<file path="src/rtl/coissue_pkg.sv">
package coissue_pkg;
  typedef enum logic [2:0] {
    FU_NONE   = 3'd0,
    FU_SP     = 3'd1,
    FU_INT    = 3'd2,
    FU_DP     = 3'd3,
    FU_SFU    = 3'd4,
    FU_TENSOR = 3'd5,
    FU_SPEC   = 3'd6,
    FU_MEM    = 3'd7
  } fu_kind_e;

  localparam int unsigned OPC_ALU      = 0;
  localparam int unsigned OPC_SP       = 1;
  localparam int unsigned OPC_DP       = 2;
  localparam int unsigned OPC_SFU      = 3;
  localparam int unsigned OPC_ALU_SFU  = 4;
  localparam int unsigned OPC_TENSOR   = 5;
  localparam int unsigned OPC_MEM_LO   = 6;
  localparam int unsigned OPC_MEM_HI   = 10;
  localparam int unsigned OPC_SPEC_LO  = 12;
endpackage

</file>
<file path="src/rtl/alloc_fu_decode.sv">
module alloc_fu_decode
  import coissue_pkg::*;
#(
  parameter int OP_W = 4
) (
  input  logic [OP_W-1:0] op_i,
  input  logic            int_units_i,
  output fu_kind_e        fu_o
);
  int unsigned opv;
  always_comb begin
    opv = int'(op_i);
    if (opv >= OPC_SPEC_LO)                            fu_o = FU_SPEC;
    else if (opv >= OPC_MEM_LO && opv <= OPC_MEM_HI)   fu_o = FU_MEM;
    else if (opv == OPC_SP)                            fu_o = FU_SP;
    else if (opv == OPC_DP)                            fu_o = FU_DP;
    else if (opv == OPC_SFU || opv == OPC_ALU_SFU)     fu_o = FU_SFU;
    else if (opv == OPC_TENSOR)                        fu_o = FU_TENSOR;
    else                                               fu_o = int_units_i ? FU_INT : FU_SP;
  end
endmodule

</file>
<file path="src/rtl/alloc_set_need.sv">
module alloc_set_need #(
  parameter int MASK_W = 32,
  parameter int LG_W   = 3,
  localparam int NEED_W = $clog2(MASK_W + 1)
) (
  input  logic [MASK_W-1:0] mask_i,
  input  logic [LG_W-1:0]   lg_i,
  output logic [NEED_W-1:0] need_o
);
  int unsigned pop;
  int unsigned rounded;
  always_comb begin
    pop = 0;
    for (int i = 0; i < MASK_W; i++) pop = pop + {31'd0, mask_i[i]};
    rounded = (pop + (32'd1 << lg_i) - 32'd1) >> lg_i;
    need_o  = NEED_W'(rounded);
  end
endmodule

</file>
<file path="src/rtl/alloc_slot_stage.sv">
module alloc_slot_stage
  import coissue_pkg::*;
#(
  parameter int CNT_W  = 4,
  parameter int NEED_W = 6,
  parameter int PC_W   = 16,
  localparam int ARW   = ((NEED_W > CNT_W) ? NEED_W : CNT_W) + 1
) (
  input  logic              run_i,
  input  logic [CNT_W-1:0]  avail_i,
  input  logic [CNT_W-1:0]  next_i,
  input  logic              slot_valid_i,
  input  logic [PC_W-1:0]   slot_pc_i,
  input  logic              split_valid_i,
  input  logic [PC_W-1:0]   split_pc_i,
  input  logic              alive_i,
  input  fu_kind_e          fu_i,
  input  fu_kind_e          primary_fu_i,
  input  logic [NEED_W-1:0] need_i,
  output logic              run_o,
  output logic [CNT_W-1:0]  avail_o,
  output logic [CNT_W-1:0]  next_o,
  output logic              grant_o,
  output logic [CNT_W-1:0]  start_o,
  output logic [CNT_W-1:0]  sets_o,
  output logic              flush_o
);
  logic examine, stale, fits;
  always_comb begin
    examine = run_i && (avail_i != '0) && slot_valid_i;
    stale   = !split_valid_i || (split_pc_i != slot_pc_i);
    fits    = (fu_i == primary_fu_i) && (ARW'(need_i) <= ARW'(avail_i));
    run_o   = run_i;
    avail_o = avail_i;
    next_o  = next_i;
    grant_o = 1'b0;
    start_o = '0;
    sets_o  = '0;
    flush_o = 1'b0;
    if (examine) begin
      if (stale) begin
        flush_o = 1'b1;
        run_o   = 1'b0;
      end else if (fits) begin
        grant_o = 1'b1;
        start_o = next_i;
        sets_o  = CNT_W'(need_i);
        avail_o = avail_i - CNT_W'(need_i);
        next_o  = next_i + CNT_W'(need_i);
        if (!alive_i) begin
          flush_o = 1'b1;
          run_o   = 1'b0;
        end
      end
    end
  end
endmodule

</file>
<file path="src/rtl/coissue_set_alloc.sv">
module coissue_set_alloc
  import coissue_pkg::*;
#(
  parameter int MASK_W    = 32,
  parameter int MAX_SETS  = 8,
  parameter int PC_W      = 16,
  parameter int SID_W     = 5,
  parameter int OP_W      = 4,
  parameter int LG_W      = 3,
  parameter int NUM_SLOTS = 2,
  localparam int CNT_W    = $clog2(MAX_SETS + 1),
  localparam int NEED_W   = $clog2(MASK_W + 1)
) (
  input  logic                         clk,
  input  logic                         rst_n,
  input  logic                         part_en_i,
  input  logic                         primary_valid_i,
  input  logic [2:0]                   primary_fu_i,
  input  logic                         int_units_i,
  input  logic [CNT_W-1:0]             avail_sets_i,
  input  logic [CNT_W-1:0]             next_free_i,
  input  logic [LG_W-1:0]              set_width_lg_i,
  input  logic [NUM_SLOTS-1:0]         slot_valid_i,
  input  logic [NUM_SLOTS*OP_W-1:0]    slot_op_i,
  input  logic [NUM_SLOTS*PC_W-1:0]    slot_pc_i,
  input  logic [NUM_SLOTS*SID_W-1:0]   slot_split_i,
  input  logic [NUM_SLOTS*MASK_W-1:0]  slot_mask_i,
  input  logic [NUM_SLOTS-1:0]         split_valid_i,
  input  logic [NUM_SLOTS*PC_W-1:0]    split_pc_i,
  input  logic [NUM_SLOTS-1:0]         split_alive_i,
  output logic [NUM_SLOTS-1:0]         grant_o,
  output logic [NUM_SLOTS*CNT_W-1:0]   grant_start_o,
  output logic [NUM_SLOTS*CNT_W-1:0]   grant_sets_o,
  output logic [NUM_SLOTS*SID_W-1:0]   grant_split_o,
  output logic [NUM_SLOTS-1:0]         free_slot_o,
  output logic                         flush_half_o,
  output logic [CNT_W-1:0]             avail_left_o,
  output logic [CNT_W-1:0]             next_free_o
);
  fu_kind_e pfu;
  logic     enable_c;
  assign pfu      = fu_kind_e'(primary_fu_i);
  assign enable_c = part_en_i && primary_valid_i && (avail_sets_i != '0) &&
                    (pfu != FU_NONE) && (pfu != FU_MEM);

  logic [NUM_SLOTS:0]         run_c;
  logic [CNT_W-1:0]           avail_c [NUM_SLOTS+1];
  logic [CNT_W-1:0]           next_c  [NUM_SLOTS+1];
  logic [NUM_SLOTS-1:0]       grant_c, flush_c;
  logic [NUM_SLOTS*CNT_W-1:0] start_c, sets_c;
  logic [NUM_SLOTS*SID_W-1:0] split_c;

  assign run_c[0]   = enable_c;
  assign avail_c[0] = avail_sets_i;
  assign next_c[0]  = next_free_i;

  for (genvar k = 0; k < NUM_SLOTS; k++) begin : g_slot
    fu_kind_e          fu_k;
    logic [NEED_W-1:0] need_k;

    alloc_fu_decode #(.OP_W(OP_W)) u_dec (
      .op_i        (slot_op_i[k*OP_W +: OP_W]),
      .int_units_i (int_units_i),
      .fu_o        (fu_k)
    );

    alloc_set_need #(.MASK_W(MASK_W), .LG_W(LG_W)) u_need (
      .mask_i (slot_mask_i[k*MASK_W +: MASK_W]),
      .lg_i   (set_width_lg_i),
      .need_o (need_k)
    );

    alloc_slot_stage #(.CNT_W(CNT_W), .NEED_W(NEED_W), .PC_W(PC_W)) u_stage (
      .run_i         (run_c[k]),
      .avail_i       (avail_c[k]),
      .next_i        (next_c[k]),
      .slot_valid_i  (slot_valid_i[k]),
      .slot_pc_i     (slot_pc_i[k*PC_W +: PC_W]),
      .split_valid_i (split_valid_i[k]),
      .split_pc_i    (split_pc_i[k*PC_W +: PC_W]),
      .alive_i       (split_alive_i[k]),
      .fu_i          (fu_k),
      .primary_fu_i  (pfu),
      .need_i        (need_k),
      .run_o         (run_c[k+1]),
      .avail_o       (avail_c[k+1]),
      .next_o        (next_c[k+1]),
      .grant_o       (grant_c[k]),
      .start_o       (start_c[k*CNT_W +: CNT_W]),
      .sets_o        (sets_c[k*CNT_W +: CNT_W]),
      .flush_o       (flush_c[k])
    );

    assign split_c[k*SID_W +: SID_W] =
      grant_c[k] ? slot_split_i[k*SID_W +: SID_W] : '0;
  end

  always_ff @(posedge clk) begin
    if (!rst_n) begin
      grant_o       <= '0;
      grant_start_o <= '0;
      grant_sets_o  <= '0;
      grant_split_o <= '0;
      free_slot_o   <= '0;
      flush_half_o  <= 1'b0;
      avail_left_o  <= '0;
      next_free_o   <= '0;
    end else begin
      grant_o       <= grant_c;
      grant_start_o <= start_c;
      grant_sets_o  <= sets_c;
      grant_split_o <= split_c;
      free_slot_o   <= grant_c;
      flush_half_o  <= |flush_c;
      avail_left_o  <= avail_c[NUM_SLOTS];
      next_free_o   <= next_c[NUM_SLOTS];
    end
  end

  // Sum of the set counts granted in the registered result.
  logic [CNT_W:0] granted_sum;
  always_comb begin
    granted_sum = '0;
    for (int k = 0; k < NUM_SLOTS; k++)
      if (grant_o[k]) granted_sum = granted_sum + (CNT_W+1)'(grant_sets_o[k*CNT_W +: CNT_W]);
  end

  a_r1_idle_when_disabled: assert property (@(posedge clk) disable iff (!rst_n)
    !enable_c |=> (grant_o == '0) && !flush_half_o && (free_slot_o == '0));

  a_r2_zero_budget_no_grant: assert property (@(posedge clk) disable iff (!rst_n)
    (avail_sets_i == '0) |=> (grant_o == '0));

  a_r3_dead_first_slot_flushes: assert property (@(posedge clk) disable iff (!rst_n)
    enable_c && slot_valid_i[0] && !split_valid_i[0] |=> flush_half_o && (grant_o == '0));

  a_r7_budget_conserved: assert property (@(posedge clk) disable iff (!rst_n)
    1'b1 |=> ((CNT_W+1)'(avail_left_o) + granted_sum) == (CNT_W+1)'($past(avail_sets_i)));

  for (genvar k = 1; k < NUM_SLOTS; k++) begin : g_pack_chk
    a_r7_grants_contiguous: assert property (@(posedge clk) disable iff (!rst_n)
      grant_o[k] && grant_o[k-1] |->
        grant_start_o[k*CNT_W +: CNT_W] ==
        grant_start_o[(k-1)*CNT_W +: CNT_W] + grant_sets_o[(k-1)*CNT_W +: CNT_W]);
  end
endmodule

</file>
<file path="config.mk">
export PLATFORM = sky130hd
export DESIGN_NAME = coissue_set_alloc
export DESIGN_NICKNAME = d
export VERILOG_FILES = /design/src/rtl/coissue_pkg.sv /design/src/rtl/alloc_fu_decode.sv /design/src/rtl/alloc_set_need.sv /design/src/rtl/alloc_slot_stage.sv /design/src/rtl/coissue_set_alloc.sv
export SDC_FILE = /design/constraint.sdc
export NUM_CORES = 1
export LEC_CHECK = 0
export ABC_AREA = 1
export BUFFER_PORTS_ARGS = -buffer_cell sky130_fd_sc_hd__buf_2
export CORE_ASPECT_RATIO = 1.75
export CORE_UTILIZATION = 40
export CTS_CLUSTER_DIAMETER = 150
export DETAILED_ROUTE_END_ITERATION = 6
export PLACE_DENSITY_LB_ADDON = 0.3
export RECOVER_POWER = 100
export SLEW_MARGIN = 20
export SYNTH_ARGS = -nofsm -noshare
export SYNTH_HDL_FRONTEND = slang
export SYNTH_SLANG_ARGS = --single-unit
</file>
<file path="constraint.sdc">
create_clock -name clk -period 10.44 [get_ports clk]
set_clock_uncertainty 0.1 [all_clocks]
set_input_delay 0.522 -clock clk [delete_from_list [all_inputs] [get_ports clk]]
set_output_delay 0.522 -clock clk [all_outputs]
set_load 0.01 [all_outputs]
</file>
==> results.yml, run 1 <==
critical_path:
  max_stage_delay_ns: 0.54
  crit_path_end_kind: "flip-flop"
  crit_fanout: 17
  path_common_cell: "inv_1"
  cp.arrival_ns: 9.34
  cpMaxStageDelayCell: "fa_1"
  critical_path_required_ns: 10.55
  start_kind: "input pin"
  worstSetupPathType: "input pin to flip-flop"
detailed_routing:
  via_per_inst: 4.77
  routed_wl_um: 18600
  wl_per_cell_um: 12.7
  drcViolationCount: 0
  wl_met2_um: 10400
  ant_nets: 0
  vias: 6988
  dr.pass1.iters: 5
  route.met3.wl_um: 761
  drt_iter0_drc: 207
  dr.max_layer_used: "met4"
  wl_met1_um: 6270
synth:
  yosysWarnings: 0
  synth_edf_count: 0
  synthFlopType: "dfxtp_1"
  syn_avg_cell_area_um2: 6.72
  synth.cell_area_um2: 6940
  syn-instance-count: 1032
  ys_ff_latch: 37
  synth.distinct_cells: 52
  synth_top_area_cell: "ha_1"
  async_flop_share: 0
  yosys.area.top_type_share: 0.166
  ys_seq_area_frac: 0.107
  syn_nets: 1347
  synth_area_leaders: "ha_1 17%, fa_1 15%, inv_1 14%"
grt:
  antenna_found_initial: 1
  grt_usage: 0.209
  grt_pass1_wl_um: 29200
  overflow: 0
  first_global_vias: 6718
  grt_max_degree: 20
floorplan:
  dieWidth_um: 102
  initial_utilization: 0.409
  num_rows: 63
  core_um2: 16900
  die-area_um2: 17900
  ios: 210
  die_height_um: 176
sta:
  setup_tns_ns: 0
  final_hold_viol_count: 0
  worst_hold_slack_ns: 0.353
  fmax_mhz: 108
  relSlewSlack: 0.503
  worstMarginPinSlew_ns: 0.739
  final_max_slew_viol_count: 0
  fin_crit_ns: 9.23
  post-route-period-util: 0.884
  finalSetupViolations: 0
  rsz0062_at_grt: "false"
status:
  status: "complete, no violations"
layout:
  final_common_cell: "inv_1"
  drive_above_1_share: 0.177
  stdcell_area_um2: 8320
  area_growth_pct: 19.9
  finish.utilization: 0.491
  final_nets: 1551
  layout_common_cells: "250 x inv_1, 216 x nand2_1, 170 x buf_2"
clock_network:
  clockRootBuffer: "clkbuf_16"
  postCtsSetupBuffers: 0
  cts_made_buffers: 5
  hold_buffers: 0
  clkSlewWorstSetupHoldPaths_ns: 0.06
  cts.sinks: 37
  htree_levels: 2
  cts_tree: "built"
  clockBufferDepth: 2
  cts_resized: 0
power_and_ir_drop:
  ir_worst_vdd_v: 0.000228
  p_leak_nw: 4.84
  total_power_mw: 2.55
  cellPowerDensity_nw_per_um2: 306
hold_path:
  hold_path_depth: 3
  hold_path.class: "input pin to flip-flop"
  min_to: "grant_split_o[2]"
  min_from: "slot_split_i[2]"
placement:
  dpl_cell_area_um2: 8200
  hpwl_um: 16700
  gp_congestion: 1.01
  portBuffers: 209
flow_run:
  maxCapViolations: 0
## how the worst max path moves through the flow
stage,cells past startpoint,endpoint,from,slack [ns]
detailed placement,50,grant_sets_o[4],set_width_lg_i[0],1.08
finish,50,grant_sets_o[4],set_width_lg_i[0],1.21
CTS,50,grant_sets_o[4],set_width_lg_i[0],1.36
global route,50,grant_split_o[8],set_width_lg_i[0],0.28
floorplan,52,grant_split_o[8],set_width_lg_i[0],2.07
global placement,50,grant_sets_o[4],set_width_lg_i[0],1.42
## synth_stat cells, types with 2 or more instances
cell type	number
buf_4	3
ha_1	92
xor2_1	21
or2_2	8
nor2_1	88
nand2_1	214
o21a_1	2
o2111ai_1	2
o21ai_1	4
inv_2	4
nand2_2	5
o21ai_0	30
nand3_2	4
a21oi_1	29
buf_2	3
inv_1	250
nor2_4	9
a21oi_2	2
nand4_1	20
buf_1	2
nor4_1	9
a22oi_1	2
fa_1	52
dfxtp_1	37
nor3b_1	2
a21boi_0	2
nand3b_1	4
nor3_1	13
xnor2_1	13
o21bai_1	9
clkbuf_1	6
clkinv_1	2
nor2_8	2
a31oi_1	4
nand3_1	66
## critical path, delay by kind of cell
family                   cells  cell delay, ns
AND/OR/NAND/NOR             21            2.62
buffers and inverters       13            1.38
AO/OA/AOI/OAI                7            1.06
adder cells (fa/ha/maj)      9            3.72
## per-layer routing
layer | vias up | track usage
met4 | 0 | 0.127
met3 | 59 | 0.0198
li1 | 3598 | -
met5 | - | 0
met1 | 3092 | 0.183
met2 | 239 | 0.432
## power by group
group | internal [mW] | leakage [nW] | switching (mW) | total, mW
sequential | 0.143 | 0.300 | 0.000448 | 0.143
combinational | 0.874 | 4.46 | 1.36 | 2.23
clock | 0.113 | 0.0800 | 0.0565 | 0.169
## cell families (layout without fill, tap and decap cells)
logic type               after synthesis  after routing  share of synthesized area
multiplexers                           1              1                    0.00144
adder cells (fa/ha/maj)              144            144                      0.316
flip-flops                            37             37                      0.107
AND/OR/NAND/NOR                      449            449                      0.298
other                                  0              2                          0
XOR/XNOR                              34             34                     0.0429
AO/OA/AOI/OAI                         94             94                     0.0819
buffers and inverters                273            478                      0.153
## per-stage QoR
step           instances  setup slack, ns
2_1_floorplan       1032             2.07
3_3_place_gp        1456             1.42
3_5_place_dp        1456             1.08
4_1_cts             1464             1.36
5_1_grt             1465            0.284
6_report            1466             1.21
## state kept, by name, indices dropped and copies added, names as in the netlist
signal	cells
free_slot_o	2
grant_sets_o	8
flush_half_o	1
grant_start_o	8
grant_split_o	10
avail_left_o	4
next_free_o	4
## layout make-up
class / count / area (um2)
antenna: 2 / 5.00
clock buffer: 5 / 125
clock inverter: 3 / 46.3
fill: 1807 / 8630
inverter: 258 / 973
multi-input combinational: 722 / 5130
sequential: 37 / 741
tap: 227 / 284
timing repair buffer: 212 / 1020
(Power assumes the default switching activity.)
==> run 2: changes to the inputs <==
==> constraint.sdc (replaced) <==
create_clock -name clk -period 10.44 [get_ports clk]
set_clock_uncertainty 0.1 [all_clocks]
set_input_delay 1.566 -clock clk [delete_from_list [all_inputs] [get_ports clk]]
set_output_delay 1.566 -clock clk [all_outputs]
set_load 0.01 [all_outputs]
==> results.yml, run 2 (same netlist as run 1, synthesis figures left out) <==
clock_network:
  clockRootBuffer: "clkbuf_16"
  cts_tree: "built"
  clkSlewWorstSetupHoldPaths_ns: 0.06
  htree_levels: 2
  clockBufferDepth: 2
  cts.sinks: 37
  cts_made_buffers: 5
  postCtsSetupBuffers: 0
detailed_routing:
  vias: 7102
  drcViolationCount: 0
  ant_nets: 0
  via_per_inst: 4.85
  dr.pass1.iters: 5
  wl_per_cell_um: 12.6
  drt_iter0_drc: 165
  routed_wl_um: 18500
critical_path:
  cp.arrival_ns: 9.77
  worstSetupPathType: "input pin to flip-flop"
  crit_path_end_kind: "flip-flop"
  max_stage_delay_ns: 0.56
  crit_fanout: 13
  path_common_cell: "inv_1"
  critical_path_required_ns: 10.55
  start_kind: "input pin"
  cpMaxStageDelayCell: "fa_1"
sta:
  post-route-period-util: 0.926
  final_hold_viol_count: 0
  fmax_mhz: 103
  fin_crit_ns: 9.66
  final_max_slew_viol_count: 0
  relSlewSlack: 0.490
  finalSetupViolations: 0
  setup_slack_ns: 0.777
  worstMarginPinSlew_ns: 0.758
  setup_tns_ns: 0
  rsz0062_at_grt: "false"
layout:
  num_antenna_cells: 0
  drive_above_1_share: 0.176
  ff_latch_area_um2: 741
  reg_top3: "grant_split_o x10, grant_sets_o x8, grant_start_o x8"
  final_cells: 1465
  area_growth_pct: 19.9
  finish.utilization: 0.491
  regMostFlops: "grant_split_o"
  multiInputGateArea_um2: 5090
  layout_common_cells: "250 x inv_1, 214 x nand2_1, 169 x buf_2"
  final_nets: 1552
  largest_reg_flops: 10
  fill_cells: 1816
  final_common_cell: "inv_1"
grt:
  grt-busiest-layer: "met2"
  first_global_vias: 6861
  grt_util_met2: 0.426
  grt_pass1_wl_um: 29200
  met3_usage: 0.0198
  grt_usage: 0.206
  met1_usage: 0.180
  grt_max_degree: 20
  antenna_found_initial: 0
  overflow: 0
power_and_ir_drop:
  power_frac_comb: 0.870
  p_leak_nw: 4.87
  p_clk_frac: 0.075
  total_power_mw: 2.61
  p_sw_frac: 0.555
  power.switching_mw: 1.45
  ir_worst_vdd_v: 0.000193
  p_seq_frac: 0.055
  internal_power_mw: 1.16
  cellPowerDensity_nw_per_um2: 314
status:
  status: "complete, no violations"
floorplan:
  core_um2: 16900
  dieWidth_um: 102
  ios: 210
  die_height_um: 176
  initial_utilization: 0.409
  die-area_um2: 17900
  num_rows: 63
hold_path:
  hold_path_depth: 3
  hold_path.class: "input pin to flip-flop"
  min_from: "slot_split_i[3]"
  min_to: "grant_split_o[3]"
flow_run:
  maxCapViolations: 0
placement:
  pre_cts_ws_ns: 0.315
  hpwl_um: 16600
  portBuffers: 209
  gp_congestion: 0.983
  numPlacedInstances: 1457
[run 2: changes by cell type in the layout (fill, tap and decap cells not counted), moves of 2 or more]
cell | previous run | this run
diode_2 | 2 | 0
nand2_2 | 3 | 5
nor2_2 | 0 | 2
o21ai_0 | 30 | 28
o21ai_1 | 4 | 6
nor2_1 | 89 | 93
nor2_4 | 9 | 3
nand2_1 | 216 | 214
[run 2: final cells by class]
class	count	share of cell area
Sequential cell	37	0.0891
Inverter	258	0.117
Clock buffer	5	0.0150
Clock inverter	3	0.00827
Tap cell	227	0.0342
Multi-Input combinational cell	722	0.612
Timing Repair Buffer	213	0.124
[run 2: layer usage]
layer,routed length [um],share of wire,vias up
li1,-,-,3597
met1,6000,0.32,3194
met2,10400,0.56,239
met3,856,0.046,72
met4,1210,0.065,0
met5,0,0,-
[run 2: power by group through the flow]
stage	combinational, mW	clock (mW)	sequential (mW)
2_1_floorplan	1.71	0	0.148
3_3_place_gp	2.24	0	0.147
3_5_place_dp	2.27	0	0.147
4_1_cts	2.29	0.199	0.143
5_1_grt	2.62	0.206	0.144
6_report	2.28	0.195	0.143
[run 2: per-stage QoR]
step / instance area [um2] / hold WS [ns]
final: 8320 / 1.40
after floorplan: 6940 / 1.58
after CTS: 8410 / 1.39
after global placement: 8210 / 1.68
after detailed placement: 8210 / 1.69
after global routing: 8320 / 1.40
[run 2: how the worst max path moves through the flow]
stage	start	end	cells after the start
final	slot_mask_i[0]	grant_sets_o[6]	52
after global routing	slot_mask_i[0]	grant_sets_o[6]	52
after CTS	set_width_lg_i[0]	grant_sets_o[6]	51
after detailed placement	set_width_lg_i[0]	grant_sets_o[6]	51
after global placement	set_width_lg_i[0]	grant_sets_o[4]	51
after floorplan	set_width_lg_i[0]	grant_split_o[8]	52
[run 2: worst max-delay path: cells and delay by family]
family | cells | cell delay (ns)
adder cells (fa/ha/maj) | 11 | 4.02
AND/OR/NAND/NOR | 20 | 2.01
buffers and inverters | 13 | 1.07
XOR/XNOR | 1 | 0.16
AO/OA/AOI/OAI | 7 | 0.96
[run 2: timing repair]
item                                    CTS  global route
hold buffers                              0             0
endpoints found under the setup margin    0            19
gates resized for setup                   0             4
